### src/rtl/cmdfrm_pkg.sv
package cmdfrm_pkg;

  localparam logic [7:0] SYNC_BYTE  = 8'hAA;
  localparam logic [7:0] CRC_POLY   = 8'h07;
  localparam int         HDR_BYTES  = 8;
  localparam int         HDR_IDX_W  = $clog2(HDR_BYTES);
  localparam int         WORD_BYTES = 4;

  typedef enum logic [1:0] {
    ST_IDLE = 2'd0,
    ST_HDR  = 2'd1,
    ST_PAY  = 2'd2
  } frm_state_t;

  // One byte of CRC-8 update, MSB first, no reflection.
  function automatic logic [7:0] crc8_step(input logic [7:0] crc_in,
                                           input logic [7:0] data);
    logic [7:0] c;
    c = crc_in ^ data;
    for (int b = 0; b < 8; b++) begin
      c = c[7] ? ((c << 1) ^ CRC_POLY) : (c << 1);
    end
    return c;
  endfunction

endpackage

### src/rtl/cmdfrm_hdr.sv
module cmdfrm_hdr
  import cmdfrm_pkg::*;
#(
  parameter int CNT_W = 8
) (
  input  logic                 clk,
  input  logic                 rst,
  input  logic                 load,
  input  logic [7:0]           opcode,
  input  logic [7:0]           chip,
  input  logic [7:0]           core,
  input  logic [15:0]          hdata,
  input  logic [CNT_W-1:0]     words,
  input  logic [HDR_IDX_W-1:0] sel,
  output logic [7:0]           sel_byte
);

  localparam int BODY_N = HDR_BYTES - 2;

  // body[k] is header position k+1 (the CRC-covered span).
  logic [7:0] body  [BODY_N];
  logic [7:0] chain [BODY_N+1];
  logic [7:0] hb    [HDR_BYTES];

  assign body[0] = opcode;
  assign body[1] = chip;
  assign body[2] = core;
  assign body[3] = hdata[7:0];
  assign body[4] = hdata[15:8];
  assign body[5] = 8'(words);

  assign chain[0] = 8'h00;
  for (genvar k = 0; k < BODY_N; k++) begin : g_crc
    assign chain[k+1] = crc8_step(chain[k], body[k]);
  end

  always_ff @(posedge clk) begin
    if (rst) begin
      for (int i = 0; i < HDR_BYTES; i++) hb[i] <= 8'h00;
    end else if (load) begin
      hb[0] <= SYNC_BYTE;
      for (int i = 0; i < BODY_N; i++) hb[i+1] <= body[i];
      hb[HDR_BYTES-1] <= chain[BODY_N];
    end
  end

  assign sel_byte = hb[sel];

endmodule

### src/rtl/cmdfrm_unpack.sv
module cmdfrm_unpack #(
  parameter int NBYTES = 4
) (
  input  logic                  clk,
  input  logic                  rst,
  input  logic                  en,
  input  logic                  take,
  input  logic                  in_valid,
  input  logic [8*NBYTES-1:0]   in_word,
  output logic                  in_ready,
  output logic                  full,
  output logic                  word_end,
  output logic [7:0]            cur_byte
);

  localparam int BI_W = (NBYTES > 1) ? $clog2(NBYTES) : 1;

  logic [8*NBYTES-1:0] hold;
  logic [BI_W-1:0]     bidx;

  assign in_ready = en && !full;
  assign word_end = (bidx == BI_W'(NBYTES - 1));
  assign cur_byte = hold[8*bidx +: 8];

  always_ff @(posedge clk) begin
    if (rst) begin
      hold <= '0;
      full <= 1'b0;
      bidx <= '0;
    end else if (in_valid && in_ready) begin
      hold <= in_word;
      full <= 1'b1;
      bidx <= '0;
    end else if (take) begin
      if (word_end) begin
        full <= 1'b0;
        bidx <= '0;
      end else begin
        bidx <= bidx + 1'b1;
      end
    end
  end

endmodule

### src/rtl/cmdfrm_ctl.sv
module cmdfrm_ctl
  import cmdfrm_pkg::*;
#(
  parameter int LEN_W     = 11,
  parameter int MAX_BYTES = 1020,
  parameter int CNT_W     = 8
) (
  input  logic                 clk,
  input  logic                 rst,
  input  logic                 cmd_valid,
  input  logic [LEN_W-1:0]     cmd_len,
  output logic                 cmd_ready,
  output logic                 cmd_err,
  output logic                 hdr_load,
  output logic [CNT_W-1:0]     hdr_words,
  output logic [HDR_IDX_W-1:0] hdr_sel,
  input  logic [7:0]           hdr_byte,
  output logic                 unpk_en,
  output logic                 unpk_take,
  input  logic                 unpk_full,
  input  logic                 unpk_word_end,
  input  logic [7:0]           unpk_byte,
  output logic                 out_valid,
  input  logic                 out_ready,
  output logic [7:0]           out_byte
);

  frm_state_t           st;
  logic [HDR_IDX_W-1:0] idx;
  logic [CNT_W-1:0]     nwords;
  logic [CNT_W-1:0]     wcnt;
  logic                 len_bad;
  logic                 accept;
  logic                 src_avail;
  logic                 load;
  logic [7:0]           src_byte;

  always_comb begin
    len_bad   = (cmd_len > LEN_W'(MAX_BYTES)) || (cmd_len[1:0] != 2'b00);
    cmd_ready = (st == ST_IDLE) && !out_valid;
    accept    = cmd_valid && cmd_ready;
    hdr_load  = accept && !len_bad;
    hdr_words = CNT_W'(cmd_len >> 2);
    hdr_sel   = idx;
    unpk_en   = (st == ST_PAY);
    src_avail = (st == ST_HDR) || ((st == ST_PAY) && unpk_full);
    src_byte  = (st == ST_HDR) ? hdr_byte : unpk_byte;
    load      = src_avail && (!out_valid || out_ready);
    unpk_take = load && (st == ST_PAY);
  end

  always_ff @(posedge clk) begin
    if (rst) begin
      st        <= ST_IDLE;
      idx       <= '0;
      nwords    <= '0;
      wcnt      <= '0;
      out_valid <= 1'b0;
      out_byte  <= 8'h00;
      cmd_err   <= 1'b0;
    end else begin
      cmd_err <= accept && len_bad;
      if (load) begin
        out_valid <= 1'b1;
        out_byte  <= src_byte;
      end else if (out_ready) begin
        out_valid <= 1'b0;
      end
      case (st)
        ST_IDLE: begin
          if (hdr_load) begin
            st     <= ST_HDR;
            idx    <= '0;
            nwords <= hdr_words;
            wcnt   <= '0;
          end
        end
        ST_HDR: begin
          if (load) begin
            idx <= idx + 1'b1;
            if (idx == HDR_IDX_W'(HDR_BYTES - 1)) begin
              st <= (nwords == '0) ? ST_IDLE : ST_PAY;
            end
          end
        end
        ST_PAY: begin
          if (load && unpk_word_end) begin
            wcnt <= wcnt + 1'b1;
            if (wcnt == CNT_W'(nwords - 1'b1)) st <= ST_IDLE;
          end
        end
        default: st <= ST_IDLE;
      endcase
    end
  end

endmodule

### src/rtl/cmd_frame_tx.sv
module cmd_frame_tx
  import cmdfrm_pkg::*;
#(
  parameter int LEN_W     = 11,
  parameter int MAX_BYTES = 1020
) (
  input  logic             clk,
  input  logic             rst,
  input  logic             cmd_valid,
  output logic             cmd_ready,
  input  logic [7:0]       cmd_opcode,
  input  logic [7:0]       cmd_chip,
  input  logic [7:0]       cmd_core,
  input  logic [15:0]      cmd_hdata,
  input  logic [LEN_W-1:0] cmd_len,
  output logic             cmd_err,
  input  logic             pay_valid,
  output logic             pay_ready,
  input  logic [31:0]      pay_word,
  output logic             out_valid,
  input  logic             out_ready,
  output logic [7:0]       out_byte
);

  localparam int CNT_W = $clog2(MAX_BYTES / WORD_BYTES + 1);

  logic                 hdr_load;
  logic [CNT_W-1:0]     hdr_words;
  logic [HDR_IDX_W-1:0] hdr_sel;
  logic [7:0]           hdr_byte;
  logic                 unpk_en;
  logic                 unpk_take;
  logic                 unpk_full;
  logic                 unpk_word_end;
  logic [7:0]           unpk_byte;

  cmdfrm_ctl #(
    .LEN_W    (LEN_W),
    .MAX_BYTES(MAX_BYTES),
    .CNT_W    (CNT_W)
  ) u_ctl (
    .clk          (clk),
    .rst          (rst),
    .cmd_valid    (cmd_valid),
    .cmd_len      (cmd_len),
    .cmd_ready    (cmd_ready),
    .cmd_err      (cmd_err),
    .hdr_load     (hdr_load),
    .hdr_words    (hdr_words),
    .hdr_sel      (hdr_sel),
    .hdr_byte     (hdr_byte),
    .unpk_en      (unpk_en),
    .unpk_take    (unpk_take),
    .unpk_full    (unpk_full),
    .unpk_word_end(unpk_word_end),
    .unpk_byte    (unpk_byte),
    .out_valid    (out_valid),
    .out_ready    (out_ready),
    .out_byte     (out_byte)
  );

  cmdfrm_hdr #(
    .CNT_W(CNT_W)
  ) u_hdr (
    .clk     (clk),
    .rst     (rst),
    .load    (hdr_load),
    .opcode  (cmd_opcode),
    .chip    (cmd_chip),
    .core    (cmd_core),
    .hdata   (cmd_hdata),
    .words   (hdr_words),
    .sel     (hdr_sel),
    .sel_byte(hdr_byte)
  );

  cmdfrm_unpack #(
    .NBYTES(WORD_BYTES)
  ) u_unpk (
    .clk     (clk),
    .rst     (rst),
    .en      (unpk_en),
    .take    (unpk_take),
    .in_valid(pay_valid),
    .in_word (pay_word),
    .in_ready(pay_ready),
    .full    (unpk_full),
    .word_end(unpk_word_end),
    .cur_byte(unpk_byte)
  );

endmodule

### config.mk
export PLATFORM = sky130hd
export DESIGN_NAME = cmd_frame_tx
export DESIGN_NICKNAME = d
export VERILOG_FILES = /design/src/rtl/cmdfrm_pkg.sv /design/src/rtl/cmdfrm_hdr.sv /design/src/rtl/cmdfrm_unpack.sv /design/src/rtl/cmdfrm_ctl.sv /design/src/rtl/cmd_frame_tx.sv
export SDC_FILE = /design/constraint.sdc
export NUM_CORES = 1
export LEC_CHECK = 0
export ABC_AREA = 1
export BUFFER_PORTS_ARGS = -buffer_cell sky130_fd_sc_hd__buf_2
export CAP_MARGIN = 20
export CORE_ASPECT_RATIO = 1.2
export CORE_MARGIN = 4
export CORE_UTILIZATION = 64
export DETAILED_ROUTE_END_ITERATION = 6
export PLACE_DENSITY = 0.93
export SYNTH_ARGS = -nofsm -noshare
export SYNTH_HDL_FRONTEND = slang
export SYNTH_HIERARCHICAL = 1
export SYNTH_SLANG_ARGS = --single-unit
### constraint.sdc
create_clock -name clk -period 5.1 [get_ports clk]
set_input_delay 0 -clock clk [delete_from_list [all_inputs] [get_ports clk]]
set_output_delay 0 -clock clk [all_outputs]
set_load 0.01 [all_outputs]
==> impl_metrics.py <==
metrics = {
    "status": {
        "status": "finished clean",
    },
    "floorplanning": {
        "core_um2": 12700,
        "die_w_um": 112,
        "rows": 45,
        "die_area_um2": 14800,
        "initial_core_util_pct": 65.1,
        "ios": 100,
        "die_h_um": 132,
    },
    "worst_setup_path": {
        "path_max_fanout": 5,
        "max_stage_delay_ps": 550,
        "crit_family": "simple AND/OR/NAND/NOR gates",
        "crit_path_top_delay_cell": "dlygate4sd3_1",
        "cp.required_ps": 5270,
        "path_common_cell": "nand2_1",
        "cp-end-kind": "register",
        "critPathBufInv": 4,
        "start_kind": "input pin",
        "path_class": "in -> reg",
        "cp.arrival_ps": 3640,
    },
    "power_and_ir_drop": {
        "p_sw_mw": 1.73,
        "p_int_mw": 2.58,
        "seqPwrFrac_pct": 27.3,
        "ir_drop_uv": 317,
        "pwr-share-comb_pct": 43.9,
        "swShare_pct": 40.1,
        "cellPowerDensity_nw_per_um2": 426,
        "power_frac_clock_pct": 28.8,
        "p_leak_nw": 5.16,
    },
    "synth": {
        "synth_largest_area_cell": "edfxtp_1",
        "synth.avg_cell_area_um2": 6.49,
        "synth_cell_types": 35,
        "synth_edf_count": 56,
        "yosysMostFrequentCell": "nand2_1",
        "syn-num-nets": 1365,
        "synthFlopType": "dfxtp_1",
        "yosys_warnings": 6,
        "yosys_register_bits": 123,
        "seq_area_frac_synth_pct": 36.6,
        "synth_top_area_share_pct": 20.4,
        "synthTopCellsByCount": "nand2_1 (383), nor2_1 (202), inv_1 (149)",
        "synth_area_um2": 8250,
        "synth_area_leaders": "edfxtp_1 (20%), nand2_1 (17%), dfxtp_1 (16%)",
        "async_flop_share_pct": 0,
        "syn_inst": 1271,
    },
    "sta": {
        "worst_pin_slew_ps": 1030,
        "rsz0062_at_grt": "false",
        "relSlewSlack_pct": 31.0,
        "fmax_ghz": 0.288,
        "setup_viol": 0,
        "skew_ps": 8.06,
        "finalHoldViolations": 0,
        "timing.final.ws_setup_ps": 1630,
        "slew_violations": 0,
        "fin_tns_setup_ps": 0,
        "final.min_clock_period_ps": 3470,
        "min_period_over_period_pct": 68.1,
    },
    "route": {
        "drc": 0,
        "ant_nets": 0,
        "dr_total_vias": 8754,
        "viasPerCell": 5.48,
        "wl_mm": 23.5,
        "drt_iter0_drc": 1115,
        "wl_per_cell_um": 14.7,
        "first_pass_iters": 6,
    },
    "global_route": {
        "grt_overflow": 0,
        "grtUsageTotal_pct": 31.4,
        "antenna_found_initial": 0,
        "grt_pass1_wl_mm": 38.0,
        "grt_start_max_net_pins": 67,
        "grt_pass1_vias": 8332,
    },
    "clock_network": {
        "clock-root-buffer": "clkbuf_16",
        "cts.repair.resized": 0,
        "numCtsBuffers": 17,
        "cts.htree.levels": 4,
        "cts_buffer_depth": 2,
        "cts_sinks": 123,
        "worstSkewPairLatency_ps": 420,
        "clkTransAtPathRegs_ps": 50,
        "cts_tree": "done",
    },
    "placement": {
        "dp_slack_ps": 1900,
        "place_hpwl_mm": 15.0,
        "place.port_buffers": 99,
        "routabilityCongestion": 0.922,
    },
    "cells_and_area": {
        "syn2layout_area_growth_pct": 22.3,
        "drive_gt1_share_pct": 17.1,
        "nets": 1515,
        "diodes": 0,
        "fill_cells": 827,
    },
    "worst_hold_path": {
        "hold_class": "in -> reg",
    },
    "job": {
        "cap_violations": 0,
    },
}
==> per-layer routing <==
layer,track usage [%],routed length [µm]
met1,35.0,8860
met2,57.0,11900
met4,15.7,1140
met3,5.46,1620
met5,0,0
==> cells in the final DEF (no fill, tap or decap), drive strengths merged, types with 5 or more instances in the layout <==
cell type / instances
edfxtp: 56
a31oi: 9
clkbuf: 23
inv: 173
xnor2: 8
clkinv: 5
nor2: 211
ha: 6
xor2: 8
dfxtp: 67
buf: 103
a32oi: 7
nand4: 5
o21ai: 49
o211ai: 16
nand3: 116
dlygate4sd3: 75
a21oi: 37
nand2: 451
==> worst paths after layout <==
kind | slack [ps] | from | depth (start not counted) | end
max reg2reg | 2200 | u_ctl/hdr_sel[0]$_SDFFE_PP0P_ | 8 | u_ctl/out_byte[5]$_SDFFE_PP0P_
min | 20 | cmd_opcode[2] | 3 | u_hdr/hb[1][2]$_SDFFCE_PN0P_
min reg2reg | 490 | u_hdr/hb[0][5]$_SDFFE_PP1P_ | 2 | u_hdr/hb[0][5]$_SDFFE_PP1P_
max | 1630 | cmd_chip[4] | 32 | u_hdr/hb[7][2]$_SDFFCE_PP0P_
==> power by group through the flow <==
stage               clock network, mW  registers (mW)  logic, mW
global route                     1.29            1.18       2.11
finish                           1.24            1.17       1.89
CTS                              1.24            1.17       1.85
detailed placement                  0            1.19       1.77
floorplan                           0            1.18       1.47
global placement                    0            1.19       1.71
==> registers in the layout, indices dropped and copies added (netlist names) <==
signal / count
u_ctl/cmd_err: 1
u_ctl/hdr_sel: 3
u_ctl/nwords: 8
u_ctl/out_byte: 8
u_ctl/out_valid: 1
u_ctl/st: 2
u_ctl/wcnt: 8
u_hdr/hb: 57
u_unpk/bidx: 2
u_unpk/full: 1
u_unpk/hold: 32
==> through the flow <==
| stage | util [%] | hold slack [ps] | std cells | total power [mW] | area, µm² |
|---|---|---|---|---|---|
| 2_1_floorplan | - | 69.1 | 1271 | 2.64 | 8250 |
| 3_3_place_gp | 68.9 | 220 | 1491 | 2.90 | 8720 |
| 3_5_place_dp | 68.9 | 229 | 1491 | 2.96 | 8720 |
| 4_1_cts | 79.6 | 11.6 | 1598 | 4.26 | 10100 |
| 5_1_grt | 79.6 | 21.6 | 1598 | 4.58 | 10100 |
| 6_report | 79.6 | 22.4 | 1598 | 4.30 | 10100 |
==> kinds of logic (layout without fill, tap and decap cells) <==
group           Yosys count  in the layout  share of synthesized area, %
flops                   123            123                          36.6
simple gates            788            788                          41.4
fa+ha+maj                 6              6                         0.910
xor+xnor                 16             16                          1.79
buf+inv                 218            381                          10.9
compound gates          120            120                          8.32
==> cell type report <==
cell class | instances | area (µm²) | area share, %
Timing Repair Buffer | 178 | 1280 | 12.6
Multi-Input combinational cell | 930 | 4330 | 42.9
Sequential cell | 123 | 3020 | 30.0
Inverter | 171 | 642 | 6.36
Tap cell | 164 | 205 | 2.03
Clock inverter | 9 | 105 | 1.04
Clock buffer | 23 | 510 | 5.06
==> tightest hold or removal path: cells and delay by family <==
kind | cells | cell delay (ps)
AND/OR/NAND/NOR | 1 | 60
buffers and inverters | 2 | 200
==> what timing repair did <==
action,4_1_cts,5_1_grt
hold endpoints to repair,79,0
buffers inserted,0,0
hold buffers,75,0
Power figures use the tool's default switching activity.
